File: src/rtl/f2i_pkg.sv
package f2i_pkg;

    // Status word flag positions
    localparam int STAT_IOV_POS = 57;
    localparam int STAT_INE_POS = 56;
    localparam int STAT_INV_POS = 52;
    localparam int STAT_W       = 64;

    typedef enum logic [1:0] {
        CLS_ZERO    = 2'd0,
        CLS_SUBNORM = 2'd1,
        CLS_NORMAL  = 2'd2,
        CLS_SPECIAL = 2'd3
    } fclass_e;

    typedef enum logic {
        ST_WAIT = 1'b0,
        ST_DONE = 1'b1
    } conv_state_e;

    typedef struct packed {
        logic inv;
        logic iov;
        logic ine;
    } conv_flags_t;

endpackage

File: src/rtl/f2i_classify.sv
module f2i_classify
    import f2i_pkg::*;
#(
    parameter int EXP_W  = 11,
    parameter int FRAC_W = 52
) (
    input  logic [EXP_W-1:0]  exp_f,
    input  logic [FRAC_W-1:0] frac_f,
    output fclass_e           cls,
    output logic [FRAC_W:0]   sig,
    output logic signed [EXP_W:0] uexp,
    output logic              frac_zero
);
    localparam int EW1  = EXP_W + 1;
    localparam int BIAS = (1 << (EXP_W - 1)) - 1;

    always_comb begin
        frac_zero = (frac_f == '0);
        sig       = {1'b1, frac_f};
        uexp      = $signed({1'b0, exp_f}) - $signed(EW1'(BIAS));
        if (exp_f == '1)
            cls = CLS_SPECIAL;
        else if (exp_f == '0)
            cls = frac_zero ? CLS_ZERO : CLS_SUBNORM;
        else
            cls = CLS_NORMAL;
    end
endmodule

File: src/rtl/f2i_align.sv
module f2i_align #(
    parameter int EXP_W  = 11,
    parameter int FRAC_W = 52,
    parameter int INT_W  = 64
) (
    input  logic [FRAC_W:0]       sig,
    input  logic signed [EXP_W:0] uexp,
    output logic [INT_W-1:0]      mag,
    output logic                  lost
);
    localparam int SW  = FRAC_W + 1;
    localparam int EW1 = EXP_W + 1;

    logic [EW1-1:0]   rsh;
    logic [EW1-1:0]   lsh;
    logic [INT_W-1:0] ext;
    logic [SW-1:0]    keep_mask;

    always_comb begin
        ext       = INT_W'(sig);
        rsh       = '0;
        lsh       = '0;
        keep_mask = '0;
        mag       = '0;
        lost      = 1'b0;
        if (uexp < 0) begin
            // magnitude below one: every significand bit is discarded
            lost = 1'b1;
        end else if (uexp < FRAC_W) begin
            rsh       = EW1'(FRAC_W) - EW1'(uexp);
            keep_mask = {SW{1'b1}} << rsh;
            mag       = INT_W'(sig >> rsh);
            lost      = |(sig & ~keep_mask);
        end else begin
            lsh = EW1'(uexp) - EW1'(FRAC_W);
            if (lsh < EW1'(INT_W))
                mag = ext << lsh;
        end
    end
endmodule

File: src/rtl/f2i_finish.sv
module f2i_finish
    import f2i_pkg::*;
#(
    parameter int EXP_W = 11,
    parameter int INT_W = 64
) (
    input  logic                  sign,
    input  fclass_e               cls,
    input  logic signed [EXP_W:0] uexp,
    input  logic                  frac_zero,
    input  logic [INT_W-1:0]      mag,
    input  logic                  lost,
    output logic [INT_W-1:0]      value,
    output conv_flags_t           flags
);
    localparam int EW1 = EXP_W + 1;
    localparam logic signed [EW1-1:0] TOP_EXP = EW1'(INT_W - 1);

    logic big;
    logic min_exact;

    always_comb begin
        big       = (uexp >= TOP_EXP);
        min_exact = sign && (uexp == TOP_EXP) && frac_zero;
        value     = '0;
        flags     = '0;
        unique case (cls)
            CLS_SPECIAL: flags.inv = 1'b1;
            CLS_ZERO:    flags     = '0;
            CLS_SUBNORM: flags.ine = 1'b1;
            CLS_NORMAL: begin
                value     = sign ? (~mag + 1'b1) : mag;
                flags.iov = big && !min_exact;
                flags.ine = lost || (big && !min_exact);
            end
            default: flags = '0;
        endcase
    end
endmodule

File: src/rtl/f2i_trunc_conv.sv
module f2i_trunc_conv
    import f2i_pkg::*;
#(
    parameter int EXP_W  = 11,
    parameter int FRAC_W = 52,
    parameter int INT_W  = 64
) (
    input  logic              clk,
    input  logic              rst,
    input  logic              in_valid,
    input  logic [63:0]       in_bits,
    output logic              out_done,
    output logic [INT_W-1:0]  out_value,
    output logic [STAT_W-1:0] out_status
);
    localparam int OP_W = 1 + EXP_W + FRAC_W;

    conv_state_e           state, state_nxt;
    fclass_e               cls;
    logic [FRAC_W:0]       sig;
    logic signed [EXP_W:0] uexp;
    logic                  frac_zero;
    logic [INT_W-1:0]      mag;
    logic                  lost;
    logic [INT_W-1:0]      value_c;
    conv_flags_t           flags_c;
    logic [STAT_W-1:0]     status_c;

    f2i_classify #(.EXP_W(EXP_W), .FRAC_W(FRAC_W)) u_classify (
        .exp_f     (in_bits[OP_W-2 -: EXP_W]),
        .frac_f    (in_bits[FRAC_W-1:0]),
        .cls       (cls),
        .sig       (sig),
        .uexp      (uexp),
        .frac_zero (frac_zero)
    );

    f2i_align #(.EXP_W(EXP_W), .FRAC_W(FRAC_W), .INT_W(INT_W)) u_align (
        .sig  (sig),
        .uexp (uexp),
        .mag  (mag),
        .lost (lost)
    );

    f2i_finish #(.EXP_W(EXP_W), .INT_W(INT_W)) u_finish (
        .sign      (in_bits[OP_W-1]),
        .cls       (cls),
        .uexp      (uexp),
        .frac_zero (frac_zero),
        .mag       (mag),
        .lost      (lost),
        .value     (value_c),
        .flags     (flags_c)
    );

    // flags placed at fixed positions, other bits zero
    always_comb begin
        status_c               = '0;
        status_c[STAT_IOV_POS] = flags_c.iov;
        status_c[STAT_INE_POS] = flags_c.ine;
        status_c[STAT_INV_POS] = flags_c.inv;
    end

    // next-state logic
    always_comb begin
        state_nxt = state;
        unique case (state)
            ST_WAIT: state_nxt = in_valid ? ST_DONE : ST_WAIT;
            ST_DONE: state_nxt = in_valid ? ST_DONE : ST_WAIT;
            default: state_nxt = ST_WAIT;
        endcase
    end

    // state register
    always_ff @(posedge clk) begin
        if (rst) state <= ST_WAIT;
        else     state <= state_nxt;
    end

    // output registers: capture on valid, hold otherwise
    always_ff @(posedge clk) begin
        if (rst) begin
            out_value  <= '0;
            out_status <= '0;
        end else if (in_valid) begin
            out_value  <= value_c;
            out_status <= status_c;
        end
    end

    assign out_done = (state == ST_DONE);
endmodule

File: config.mk
export PLATFORM = sky130hd
export DESIGN_NAME = f2i_trunc_conv
export DESIGN_NICKNAME = d
export VERILOG_FILES = /design/src/rtl/f2i_pkg.sv /design/src/rtl/f2i_classify.sv /design/src/rtl/f2i_align.sv /design/src/rtl/f2i_finish.sv /design/src/rtl/f2i_trunc_conv.sv
export SDC_FILE = /design/constraint.sdc
export NUM_CORES = 1
export LEC_CHECK = 0
export ABC_AREA = 1
export BUFFER_PORTS_ARGS = -buffer_cell sky130_fd_sc_hd__buf_2
export CAP_MARGIN = 20
export CORE_MARGIN = 2
export CORE_UTILIZATION = 65
export CTS_BUF_LIST = sky130_fd_sc_hd__clkbuf_4 sky130_fd_sc_hd__clkbuf_8 sky130_fd_sc_hd__clkbuf_16
export DETAILED_ROUTE_END_ITERATION = 16
export GPL_TIMING_DRIVEN = 0
export PLACE_DENSITY = 0.86
export SLEW_MARGIN = 20
export SYNTH_ARGS = -nofsm -noshare
export SYNTH_HDL_FRONTEND = slang
export SYNTH_SLANG_ARGS = --single-unit
File: constraint.sdc
create_clock -name clk -period 10.9 [get_ports clk]
set_input_delay 0.545 -clock clk [delete_from_list [all_inputs] [get_ports clk]]
set_output_delay 0.545 -clock clk [all_outputs]
set_load 0.005 [all_outputs]
==> metrics.cfg, run 1 <==
[synth]
ys_ff_latch = 68
synth_top_family_by_area = simple AND/OR/NAND/NOR gates
synth_mux_area_frac = 0
synth-xor-area-share = 0.0134
yosysUniqueCellTypes = 55
async_reset_ff_frac = 0
seq_area_frac_synth = 0.0870
synth_edf_count = 0
synth_compound_area_frac = 0.0921
syn_area_um2 = 15600
synth-simple-area-share = 0.670
ys.flop_type = dfxtp_1
ys.warnings.count = 0
yosys.area_share.adder = 0.00960
synth_cells = 3069
synth_area_per_cell_um2 = 5.10

[floorplanning]
initial_core_util = 0.664
dieWidth_um = 159
io_pins = 196
die_h_um = 159
rows = 56

[status]
tool.error = [ERROR GRT-0116] Global routing finished with congestion. Check the congestion regions in the DRC Viewer.
status = did not finish
failed_stage = 5_1_grt

[global_routing]
grt_usage = 0.631
grt-ovfl-total = 6
grt_pass1_wl_um = 127000
grt_pass1_vias = 24369
grt_max_degree = 13

[clocking]
ctsResizeCount = 0
htree_num_levels = 3
cts_inserted_buffers = 9
hold_buffers = 0
post_cts_buffers = 0
root_buffer = clkbuf_16
cts.sinks = 68
clock_path_buffers = 2

[place]
io_buffers = 130
gp_congestion = 1.43
dp_hpwl_um = 60100

-- synthesized netlist by cell type (2+ instances only) --
cell	instances	area [um2]
inv_2	24	90.1
nand2_2	18	113
xor2_1	18	158
nand2_4	6	67.6
o211ai_1	8	60.1
a21oi_4	2	32.5
a21oi_1	119	596
nor2_2	13	81.3
buf_1	42	158
nand3_1	829	4150
nand4_2	10	125
a21boi_0	3	22.5
nand4_1	152	951
o21ai_2	2	17.5
or2_2	4	25.0
ha_1	12	150
nor4_1	13	81.3
inv_1	126	473
o221ai_1	2	17.5
o21ai_1	21	105
or4_1	2	15.0
buf_6	10	113
buf_2	62	310
nand3_2	7	70.1
a21oi_2	6	52.6
clkinv_1	3	11.3
and2_1	4	25.0
buf_4	72	541
a31oi_1	5	31.3
clkbuf_1	76	285
o21ai_0	72	360
xnor2_1	4	35.0
a211oi_1	2	15.0
nor2_4	7	78.8
nand3b_1	9	67.6
o31ai_1	4	30.0
nor3_1	10	50.1
nor2_8	2	40.0
dfxtp_1	68	1360
a21o_1	5	37.5
nor2_1	205	769
nand2_1	997	3740
-- stage by stage --
stage | utilization | cells | area, um2 | setup slack, ns | hold slack (ns)
floorplan | - | 3129 | 15900 | 6.30 | 0.457
global placement | 0.718 | 3578 | 16900 | 4.59 | 0.451
detailed placement | 0.718 | 3578 | 16900 | 4.49 | 0.454
CTS | 0.732 | 3594 | 17200 | 4.79 | 0.463
-- routing by layer --
metal  GRT overflow  global-route usage
met1              0               0.665
met2              4               0.796
met3              0               0.487
met4              2               0.524
met5              0               0.163
-- kinds of logic after synthesis --
kind of cell    count (synthesis)
fa+ha+maj                      12
compound gates                258
other cells                     1
xor+xnor                       23
flops                          68
buf+inv                       417
simple gates                 2290
==> inputs of run 2 (changes only) <==
CORE_UTILIZATION = 40   (was 65)
CTS_BUF_LIST = unset   (was sky130_fd_sc_hd__clkbuf_4 sky130_fd_sc_hd__clkbuf_8 sky130_fd_sc_hd__clkbuf_16)
PLACE_DENSITY = unset   (was 0.86)
PLACE_DENSITY_LB_ADDON = 0.15   (was unset)
==> metrics.cfg, run 2 <==
[timing]
slew_violations = 0
fin_crit_ns = 7.26
timing.fmax_mhz = 138
finalHoldViolCount = 0
rsz0062_at_grt = no
maxSlewHeadroom = 0.316
fin_crit_sh = 0.666
skew_ns = 0
worst_pin_slew_ns = 1.02
finalSetupViolations = 0
fin_tns_setup_ns = 0

[global_routing]
grt_pass1_vias = 21834
grt_pass1_wl_um = 137000
antenna_found_initial = 2
grt_max_degree = 12
grt-ovfl-total = 0
grt_usage = 0.447

[hold_path]
hold_depth = 2
hold_end = out_value[54]
hold_start = out_value[54]
hold_path_class = register to register

[critical_path]
slowest_stage = nor2_1
cp_max_fo = 11
r2r-end = out_value[4]
cp.arrival_ns = 7.46
slowest_delay_ns = 0.68
reg2reg_from = out_value[4]
required_ns = 11.10
crit_path_frequent_cell = nand2_1
reg2reg_depth = 2
ff2ff_setup_slack_ns = 10.26
end_kind = register
start_kind = input port
crit_type = input port to register

[synth]
yosys.area_share.adder = 0.00960
async_reset_ff_frac = 0
synth_cells = 3069
ys.flop_type = dfxtp_1
synth_compound_area_frac = 0.0921
synth-simple-area-share = 0.670
synth_area_per_cell_um2 = 5.10
syn_area_um2 = 15600
synth_mux_area_frac = 0
yosysUniqueCellTypes = 55
ys_top_cells_by_area = nand3_1 (27%), nand2_1 (24%), dfxtp_1 (8.7%), nand4_1 (6.1%), nor2_1 (4.9%)
synth_top_area_cell = nand3_1
yosysMostFrequentCell = nand2_1
ys.warnings.count = 0
seq_area_frac_synth = 0.0870
ys_ff_latch = 68
synth_commonest_cells = nand2_1 (997), nand3_1 (829), nor2_1 (205), nand4_1 (152), inv_1 (126)
synth_edf_count = 0
synth_top_family_by_area = simple AND/OR/NAND/NOR gates
yosysTopAreaCellShare = 0.265
synth-xor-area-share = 0.0134

[finish]
drive_gt1_frac = 0.120
fillerInstances = 4494
stdcell_count = 3794
area_delta_synth_final_pct = 11.5
fin_area_um2 = 17400
finalNetCount = 3349
top_register = out_value
final_cell_mix = nand2_1 (997), nand3_1 (829), nor2_1 (205)
largest_reg_flops = 64
final_common_cell = nand2_1

[clocking]
cts.sinks = 68
cts_inserted_buffers = 9
clock_latency_ns = 0.33
root_buffer = clkbuf_16
cts_tree = built
ctsResizeCount = 0
htree_num_levels = 3
clock_path_buffers = 2
post_cts_buffers = 0
path_clk_slew_ns = 0.06
hold_buffers = 0

[pwr]
leakagePower_uw = 0.00903
peakVddDrop_v = 0.0000611
pwr_density_cell_nw_per_um2 = 104

[floorplanning]
io_pins = 196
initial_core_util = 0.405
dieArea_um2 = 40700
rows = 72
dieWidth_um = 202
die_h_um = 202
core_um2 = 38600

[place]
io_buffers = 130
placed_cell_area_um2 = 17200
dp_hpwl_um = 77100
gp_congestion = 1.16
place_inst = 3777

[drt]
via_per_inst = 6.39
wl_per_cell_um = 24.9
postRouteWirelength_um = 94300
drc_errors = 0
drt_first_pass_iters = 8
num_vias = 24231
antenna_left = 0
drtIter0Drc = 4104

[flow_run]
max_cap_viol_count = 0

[status]
status = completed

run 2: cell counts after synthesis:
Identical to the previous run, type by type.
run 2: cell type report:
type	count	area (um2)	area share
tap	518	648	0.0372
buffer	263	1420	0.0815
timing repair buffer	130	651	0.0373
inverter	154	579	0.0332
clock inverter	4	25.0	0.00144
multi-input combinational	2644	12500	0.717
sequential	68	1360	0.0781
antenna	1	2.50	0.000144
clock buffer	12	246	0.0141
run 2: routing by layer:
layer  global-route usage  share of wire  up-vias
li1                     -              -    10724
met1                0.592           0.39    11078
met2                0.650           0.40     2014
met3                0.131           0.15      413
met4                0.238          0.065        2
met5                    0        0.00011        -
run 2: cell families (layout without fill, tap and decap cells):
logic type | after synthesis | in the layout
AO/OA/AOI/OAI | 258 | 258
XOR/XNOR | 23 | 23
adder cells (fa/ha/maj) | 12 | 12
buffers and inverters | 417 | 563
flip-flops | 68 | 68
other | 1 | 62
AND/OR/NAND/NOR | 2290 | 2290
run 2: stage by stage:
step,power (uW),setup slack (ns),utilization,hold WS (ns)
6_report,1810,3.64,0.451,0.460
5_1_grt,1900,3.47,0.451,0.477
4_1_cts,1730,4.14,0.451,0.465
3_5_place_dp,1460,3.81,0.444,0.456
3_3_place_gp,1460,3.79,0.444,0.452
2_1_floorplan,1050,6.30,-,0.457
run 2: how the worst max path moves through the flow:
stage                start        endpoint  slack [ns]  depth (start not counted)
3_3_place_gp   in_bits[52]  out_status[56]        3.79                         30
4_1_cts        in_bits[52]   out_value[53]        4.14                         33
3_5_place_dp   in_bits[52]   out_value[53]        3.81                         33
5_1_grt        in_bits[52]   out_value[53]        3.47                         33
6_report       in_bits[52]   out_value[53]        3.64                         33
2_1_floorplan  in_bits[52]   out_value[46]        6.30                         35
run 2: worst max-delay path, delay by kind of cell:
family / cells / cell delay, ns
buf+inv: 6 / 1.56
simple gates: 24 / 4.35
fa+ha+maj: 1 / 0.29
compound gates: 2 / 0.68
run 2: report_power, final:
group | switching (uW) | leakage, uW | internal [uW]
Clock | 110 | 0.000129 | 159
Sequential | 10.0 | 0.000555 | 269
Combinational | 928 | 0.00834 | 333
Power figures use the tool's default switching activity.
